--- config.mk ---
export PLATFORM = sky130hd
export DESIGN_NAME = pulse_echo_seq
export DESIGN_NICKNAME = d
export VERILOG_FILES = /design/src/rtl/pe_seq_pkg.sv /design/src/rtl/pe_trig_edge.sv /design/src/rtl/pe_phase_ctrl.sv /design/src/rtl/pe_peak_decim.sv /design/src/rtl/pulse_echo_seq.sv
export SDC_FILE = /design/constraint.sdc
export NUM_CORES = 1
export LEC_CHECK = 0
export BUFFER_PORTS_ARGS = -buffer_cell sky130_fd_sc_hd__buf_2
export CAP_MARGIN = 25
export CORE_ASPECT_RATIO = 0.75
export CORE_UTILIZATION = 53
export CTS_CLUSTER_SIZE = 12
export DETAILED_ROUTE_END_ITERATION = 12
export PLACE_DENSITY = 0.84
export SYNTH_ARGS = -nofsm -noshare
export SYNTH_HDL_FRONTEND = slang
export SYNTH_SLANG_ARGS = --single-unit
--- constraint.sdc ---
create_clock -name clk -period 2.6 [get_ports clk]
set_clock_uncertainty 0.05 [all_clocks]
set_input_delay 0.13 -clock clk [delete_from_list [all_inputs] [get_ports clk]]
set_output_delay 0.13 -clock clk [all_outputs]
set_load 0.03 [all_outputs]
--- src/rtl/pe_seq_pkg.sv ---
package pe_seq_pkg;

  localparam int SMP_W = 8;
  localparam int CNT_W = 16;
  localparam int DEC_W = 5;

  typedef enum logic [2:0] {
    PH_IDLE,
    PH_EXCITE,
    PH_DELAY,
    PH_CAPTURE,
    PH_JUDGE,
    PH_DONE
  } phase_t;

  // A zero length is taken as one clock
  function automatic logic [CNT_W-1:0] at_least_one(input logic [CNT_W-1:0] v);
    return (v == '0) ? CNT_W'(1) : v;
  endfunction

  // Magnitude of a two's-complement sample, one bit wider so -max fits
  function automatic logic [SMP_W:0] mag_of(input logic [SMP_W-1:0] s);
    logic [SMP_W:0] ext;
    ext = {s[SMP_W-1], s};
    return s[SMP_W-1] ? (~ext + 1'b1) : ext;
  endfunction

  // Compression factor limited to 1..top
  function automatic logic [DEC_W-1:0] clamp_decim(input logic [DEC_W-1:0] f,
                                                   input int unsigned top);
    if (f == '0) return DEC_W'(1);
    if (int'(f) > int'(top)) return DEC_W'(top);
    return f;
  endfunction

endpackage

--- src/rtl/pe_trig_edge.sv ---
module pe_trig_edge (
  input  logic clk,
  input  logic rst_n,
  input  logic trig_i,
  output logic rise_o
);

  logic trig_q;

  always_ff @(posedge clk) begin
    if (!rst_n) trig_q <= 1'b0;
    else        trig_q <= trig_i;
  end

  assign rise_o = trig_i & ~trig_q;

endmodule

--- src/rtl/pe_phase_ctrl.sv ---
module pe_phase_ctrl
  import pe_seq_pkg::*;
#(
  parameter int CW        = CNT_W,
  parameter int FW        = DEC_W,
  parameter int JUDGE_LEN = 8,
  parameter int MAX_DECIM = 16
) (
  input  logic          clk,
  input  logic          rst_n,
  input  logic          rise_i,
  input  logic [CW-1:0] cfg_width_i,
  input  logic [CW-1:0] cfg_delay_i,
  input  logic [CW-1:0] cfg_count_i,
  input  logic          cfg_thick_i,
  input  logic [FW-1:0] cfg_decim_i,
  output phase_t        phase_o,
  output logic          start_o,
  output logic          take_o,
  output logic          last_o,
  output logic          mode_o,
  output logic [FW-1:0] decim_o,
  output logic          overrun_o
);

  localparam logic [CW-1:0] JUDGE_LOAD = CW'(JUDGE_LEN - 1);

  phase_t        phase;
  logic [CW-1:0] cnt;
  logic [CW-1:0] delay_q;
  logic [CW-1:0] count_q;
  logic          mode_q;
  logic [FW-1:0] decim_q;
  logic          ovr_q;
  logic          cnt_zero;
  logic          busy_hit;

  assign cnt_zero = (cnt == '0);
  assign start_o  = rise_i && (phase == PH_IDLE);
  assign busy_hit = rise_i && (phase != PH_IDLE);

  always_ff @(posedge clk) begin
    if (!rst_n) begin
      phase   <= PH_IDLE;
      cnt     <= '0;
      delay_q <= '0;
      count_q <= CW'(1);
      mode_q  <= 1'b0;
      decim_q <= FW'(1);
      ovr_q   <= 1'b0;
    end else begin
      if (busy_hit) ovr_q <= 1'b1;
      unique case (phase)
        PH_IDLE: begin
          if (rise_i) begin
            phase   <= PH_EXCITE;
            cnt     <= at_least_one(cfg_width_i) - 1'b1;
            delay_q <= cfg_delay_i;
            count_q <= at_least_one(cfg_count_i);
            mode_q  <= cfg_thick_i;
            decim_q <= clamp_decim(cfg_decim_i, MAX_DECIM);
          end
        end
        PH_EXCITE: begin
          if (!cnt_zero) begin
            cnt <= cnt - 1'b1;
          end else if (delay_q == '0) begin
            phase <= PH_CAPTURE;
            cnt   <= count_q - 1'b1;
          end else begin
            phase <= PH_DELAY;
            cnt   <= delay_q - 1'b1;
          end
        end
        PH_DELAY: begin
          if (!cnt_zero) begin
            cnt <= cnt - 1'b1;
          end else begin
            phase <= PH_CAPTURE;
            cnt   <= count_q - 1'b1;
          end
        end
        PH_CAPTURE: begin
          if (!cnt_zero) begin
            cnt <= cnt - 1'b1;
          end else begin
            phase <= PH_JUDGE;
            cnt   <= JUDGE_LOAD;
          end
        end
        PH_JUDGE: begin
          if (!cnt_zero) cnt <= cnt - 1'b1;
          else           phase <= PH_DONE;
        end
        PH_DONE: phase <= PH_IDLE;
        default: phase <= PH_IDLE;
      endcase
    end
  end

  assign phase_o   = phase;
  assign take_o    = (phase == PH_CAPTURE);
  assign last_o    = (phase == PH_CAPTURE) && cnt_zero;
  assign mode_o    = mode_q;
  assign decim_o   = decim_q;
  assign overrun_o = ovr_q;

  // an accepted edge always enters the excitation phase next
  a_r1_start_excite: assert property (@(posedge clk) disable iff (!rst_n)
    start_o |=> (phase == PH_EXCITE));

  // overrun never clears outside reset
  a_r8_overrun_sticky: assert property (@(posedge clk) disable iff (!rst_n)
    overrun_o |=> overrun_o);

  // an edge during a busy cycle is flagged and does not restart it
  a_r8_busy_flagged: assert property (@(posedge clk) disable iff (!rst_n)
    busy_hit |=> (overrun_o && (phase != PH_EXCITE || $past(phase) == PH_EXCITE)));

  // capture ends into the judgment window
  a_r4_capture_to_judge: assert property (@(posedge clk) disable iff (!rst_n)
    last_o |=> (phase == PH_JUDGE));

  // the done phase lasts a single cycle
  a_r7_done_single: assert property (@(posedge clk) disable iff (!rst_n)
    (phase == PH_DONE) |=> (phase == PH_IDLE));

  // latched setup holds while a cycle runs
  a_r9_setup_held: assert property (@(posedge clk) disable iff (!rst_n)
    (phase != PH_IDLE) |=> ($stable(count_q) && $stable(mode_q) && $stable(decim_q)));

endmodule

--- src/rtl/pe_peak_decim.sv ---
module pe_peak_decim
  import pe_seq_pkg::*;
#(
  parameter int SW = SMP_W,
  parameter int FW = DEC_W
) (
  input  logic          clk,
  input  logic          rst_n,
  input  logic          start_i,
  input  logic          take_i,
  input  logic          last_i,
  input  logic          mode_i,
  input  logic [FW-1:0] decim_i,
  input  logic [SW-1:0] sample_i,
  output logic          wr_en_o,
  output logic [SW-1:0] wr_data_o
);

  logic [FW-1:0] grp;
  logic [SW-1:0] peak;
  logic [SW:0]   mag_new;
  logic [SW:0]   mag_old;
  logic          keep_new;
  logic [SW-1:0] cand;
  logic          grp_full;

  always_comb begin
    mag_new  = mag_of(sample_i);
    mag_old  = mag_of(peak);
    keep_new = (grp == '0) || (mag_new > mag_old);
    cand     = keep_new ? sample_i : peak;
    grp_full = ({1'b0, grp} + 1'b1) == {1'b0, decim_i};
  end

  always_ff @(posedge clk) begin
    if (!rst_n) begin
      grp       <= '0;
      peak      <= '0;
      wr_en_o   <= 1'b0;
      wr_data_o <= '0;
    end else begin
      wr_en_o <= 1'b0;
      if (start_i) begin
        grp <= '0;
      end else if (take_i) begin
        if (!mode_i) begin
          wr_en_o   <= 1'b1;
          wr_data_o <= sample_i;
        end else if (grp_full || last_i) begin
          wr_en_o   <= 1'b1;
          wr_data_o <= cand;
          grp       <= '0;
        end else begin
          peak <= cand;
          grp  <= grp + 1'b1;
        end
      end
    end
  end

  // the group position never reaches the factor
  a_r6_group_bound: assert property (@(posedge clk) disable iff (!rst_n)
    (take_i && mode_i) |-> (grp < decim_i));

  // raw mode writes once for every sample taken
  a_r5_raw_writes: assert property (@(posedge clk) disable iff (!rst_n)
    (take_i && !mode_i) |=> wr_en_o);

  // the final sample of a capture always flushes a write
  a_r6_last_flush: assert property (@(posedge clk) disable iff (!rst_n)
    last_i |=> wr_en_o);

endmodule

--- src/rtl/pulse_echo_seq.sv ---
module pulse_echo_seq
  import pe_seq_pkg::*;
#(
  parameter int JUDGE_LEN = 8,
  parameter int MAX_DECIM = 16
) (
  input  logic             clk,
  input  logic             rst_n,
  input  logic             trig_i,
  input  logic [CNT_W-1:0] cfg_width_i,
  input  logic [CNT_W-1:0] cfg_delay_i,
  input  logic [CNT_W-1:0] cfg_count_i,
  input  logic             cfg_thick_i,
  input  logic [DEC_W-1:0] cfg_decim_i,
  input  logic [SMP_W-1:0] adc_i,
  output logic             excite_o,
  output logic             smp_valid_o,
  output logic             wr_en_o,
  output logic [SMP_W-1:0] wr_data_o,
  output logic             judge_en_o,
  output logic             done_o,
  output logic             overrun_o
);

  logic             rise;
  phase_t           phase;
  logic             start;
  logic             take;
  logic             last;
  logic             mode;
  logic [DEC_W-1:0] decim;

  pe_trig_edge u_edge (
    .clk    (clk),
    .rst_n  (rst_n),
    .trig_i (trig_i),
    .rise_o (rise)
  );

  pe_phase_ctrl #(
    .CW        (CNT_W),
    .FW        (DEC_W),
    .JUDGE_LEN (JUDGE_LEN),
    .MAX_DECIM (MAX_DECIM)
  ) u_ctrl (
    .clk         (clk),
    .rst_n       (rst_n),
    .rise_i      (rise),
    .cfg_width_i (cfg_width_i),
    .cfg_delay_i (cfg_delay_i),
    .cfg_count_i (cfg_count_i),
    .cfg_thick_i (cfg_thick_i),
    .cfg_decim_i (cfg_decim_i),
    .phase_o     (phase),
    .start_o     (start),
    .take_o      (take),
    .last_o      (last),
    .mode_o      (mode),
    .decim_o     (decim),
    .overrun_o   (overrun_o)
  );

  pe_peak_decim #(
    .SW (SMP_W),
    .FW (DEC_W)
  ) u_decim (
    .clk       (clk),
    .rst_n     (rst_n),
    .start_i   (start),
    .take_i    (take),
    .last_i    (last),
    .mode_i    (mode),
    .decim_i   (decim),
    .sample_i  (adc_i),
    .wr_en_o   (wr_en_o),
    .wr_data_o (wr_data_o)
  );

  assign excite_o    = (phase == PH_EXCITE);
  assign smp_valid_o = (phase == PH_CAPTURE);
  assign judge_en_o  = (phase == PH_JUDGE);
  assign done_o      = (phase == PH_DONE);

  // a done flag is always preceded by the judgment window
  a_r7_judge_before_done: assert property (@(posedge clk) disable iff (!rst_n)
    $rose(done_o) |-> $past(judge_en_o));

  // sampling is never entered straight from idle
  a_r3_no_direct_capture: assert property (@(posedge clk) disable iff (!rst_n)
    $rose(smp_valid_o) |-> !$past(phase == PH_IDLE));

endmodule

==> results.cfg <==
[clock_network]
clkTransAtPathRegs_ns = 0.06
numCtsBuffers = 9
htreeDepth = 3
clkLatencyLatePin_ns = 0.36
cts_tree = done
root_buffer = clkbuf_16
numClockSinks = 81
clk_path_buf_depth = 2

[power_and_ir_drop]
internal_power_mw = 2.61
power_mw = 3.90
comb_power_share_pct = 28.6
p_clk_share_pct = 33.9
p_switching_mw = 1.29
power.leakage_nw = 2.81
switching_share_pct = 33.1
power_density_nw_per_um2 = 561
seqPwrFrac_pct = 37.4
peakVddDrop_uv = 357

[timing]
worstMarginPinSlew_ns = 0.704
relSlewSlack_pct = 52.6
grt_setup_unrepaired = true
slew_violations = 0
fin_crit_sh_pct = 102
fin_ws_ns = -0.0542
fmax_mhz = 377
hold_violations = 0
setup_violations = 7
fin_crit_ns = 2.65

[min_path]
hold_class = in2reg

[floorplan]
dieWidth_um = 120
start_util_pct = 55.7
pin_count = 79
die-area_um2 = 10800
die_h_um = 90.1
num_rows = 31
core_area_um2 = 9850

[cells_and_area]
diodes = 0
drive_above_1_share_pct = 20.8
finish.utilization_pct = 70.6
area_growth_syn_to_layout_pct = 26.8
final_nets = 912

[detailed_routing]
finalWirelength_mm = 17.3
dr_total_vias = 5968
wire_per_inst_um = 17.9
viasPerCell = 6.18
drt_pass1_iterations = 6
ant_nets = 0
drtIter0Drc = 632
drcViolationCount = 0

[global_route]
antenna_found_initial = 1
grt_overflow = 0
grt_pass1_vias = 5682
grtUsageMet3_pct = 10.6
grt_max_degree = 36
grt-busiest-layer = met2
grtUsageTotal_pct = 32.2
use_met1_pct = 40.8
use_met2_pct = 48.3
grt_first_pass_wirelength_mm = 27.6

[synth]
syn-num-nets = 784
synth-seq-area-share_pct = 29.5
synth_cell_type_count = 71
synth-async-reset-ratio_pct = 0
synth.avg_cell_area_um2 = 7.84
synth_top_cell_by_area = dfxtp_1
synthTopCellsByArea = dfxtp_1 30%, nand2_1 7.9%, xnor2_1 6.1%, xor2_1 4.5%, ha_1 4.3%
synthCells = 700
yosys-top-cells-count = 115 x nand2_1, 81 x dfxtp_1, 52 x nor2_1
synth_top_area_share_pct = 29.5
syn_area_um2 = 5490
synth_flop_cell = dfxtp_1
synth_most_common_cell = nand2_1
synth_edf_count = 0
synth_warnings = 0
ys_seq_elements = 81

[worst_setup_path]
critPathLaunchType = flip-flop
end_kind = flip-flop
path_max_fanout = 8
cp.required_ns = 2.79
path_class = reg2reg
cp.arrival_ns = 2.84

[place]
dp_hpwl_mm = 11.7
gp_congestion = 0.985
portBuffers = 78

[status]
violations = negative setup slack
status = complete, but fails checks

[job]
drv_cap = 0
flip-flops by register name, summed over array words and instances (netlist names):
name,flops
u_decim.wr_en_o,1
u_ctrl.cnt,16
u_ctrl.overrun_o,1
u_ctrl.mode_o,1
u_decim.grp,5
u_edge.trig_q,1
u_ctrl.decim_o,5
u_ctrl.phase_o,3
u_ctrl.delay_q,16
u_decim.peak,8
u_ctrl.count_q,16
u_decim.wr_data_o,8
worst max-delay path: stages (launching register included):
cell and delay (ns):
dfxtp_1 0.53, o31ai_4 0.14, xor2_2 0.17, ha_1 0.34
a21oi_2 0.17, nand2_2 0.10, a221oi_4 0.33, o21ai_2 0.13
nor2_4 0.12, buf_12 0.14, mux2i_1 0.22, a21oi_1 0.10
worst paths after layout:
path	from	end	slack, ns	cells after the start
min reg2reg	u_ctrl.overrun_o	u_ctrl.overrun_o	0.41	1
min	cfg_delay_i[12]	u_ctrl.delay_q[12]	0.01	3
max reg2reg	u_decim.peak[7]	u_decim.wr_data_o[2]	-0.05	11
max	u_decim.peak[7]	u_decim.wr_data_o[2]	-0.05	11
cells in the final DEF (no fill, tap or decap), types with 20 or more instances in the layout:
master / Yosys / routed
a21boi_1: 20 / 20
a21oi_1: 38 / 36
buf_2: 8 / 78
buf_4: 2 / 40
dfxtp_1: 81 / 79
dlygate4sd3_1: 0 / 32
nand2_1: 115 / 114
nand3_1: 22 / 22
nor2_1: 52 / 51
o21ai_0: 34 / 32
xnor2_1: 38 / 38
xor2_1: 28 / 27
cell families (layout without fill, tap and decap cells):
kind of cell / count (synthesis) / after routing / synth area share [%]
buffers and inverters: 54 / 187 / 4.56
flip-flops: 81 / 81 / 29.5
XOR/XNOR: 66 / 66 / 10.5
other: 2 / 2 / 0.137
adder cells (fa/ha/maj): 19 / 19 / 4.33
AND/OR/NAND/NOR: 293 / 293 / 27.7
multiplexers: 19 / 19 / 3.46
AO/OA/AOI/OAI: 166 / 166 / 19.8
area by class of cell:
| class | instances | area (um2) |
|---|---|---|
| clock buffer | 12 | 256 |
| clock inverter | 4 | 48.8 |
| fill | 729 | 2890 |
| inverter | 19 | 71.3 |
| multi-input combinational | 565 | 3740 |
| sequential | 81 | 1630 |
| tap | 132 | 165 |
| timing repair buffer | 152 | 1050 |
through the flow:
step / instances / worst slack, ns / area, um2 / setup TNS (ns) / hold slack [ns]
floorplan: 700 / 0.0634 / 5500 / 0 / 0.189
global placement: 916 / -0.0643 / 6210 / -0.879 / 0.302
detailed placement: 916 / -0.251 / 6210 / -3.33 / 0.305
CTS: 965 / 0.00592 / 6900 / 0 / 0.000978
global route: 965 / -0.103 / 6960 / -0.624 / 0.00810
finish: 965 / -0.0542 / 6960 / -0.184 / 0.0110
layer usage:
| layer | part of all wire (%) | vias up | routed length [um] |
|---|---|---|---|
| met1 | 41 | 2780 | 7100 |
| met3 | 10 | 97 | 1770 |
| li1 | - | 2763 | - |
| met4 | 4.9 | 2 | 850 |
| met5 | 0.064 | - | 11 |
| met2 | 44 | 326 | 7580 |
timing repair:
item | CTS | global route
buffers inserted | 1 | 0
pin swaps | 9 | 15
endpoints found under the hold margin | 32 | 0
hold buffers | 32 | 0
endpoints found under the setup margin | 16 | 31
gates resized for setup | 13 | 13
power groups by stage:
stage	Sequential, mW	Clock (mW)	Combinational [mW]
floorplan	1.45	0	0.723
global placement	1.47	0	0.957
detailed placement	1.48	0	0.998
CTS	1.45	1.33	1.06
global route	1.47	1.39	1.21
finish	1.46	1.32	1.12
Note: power is estimated with default switching activity, not from simulation.
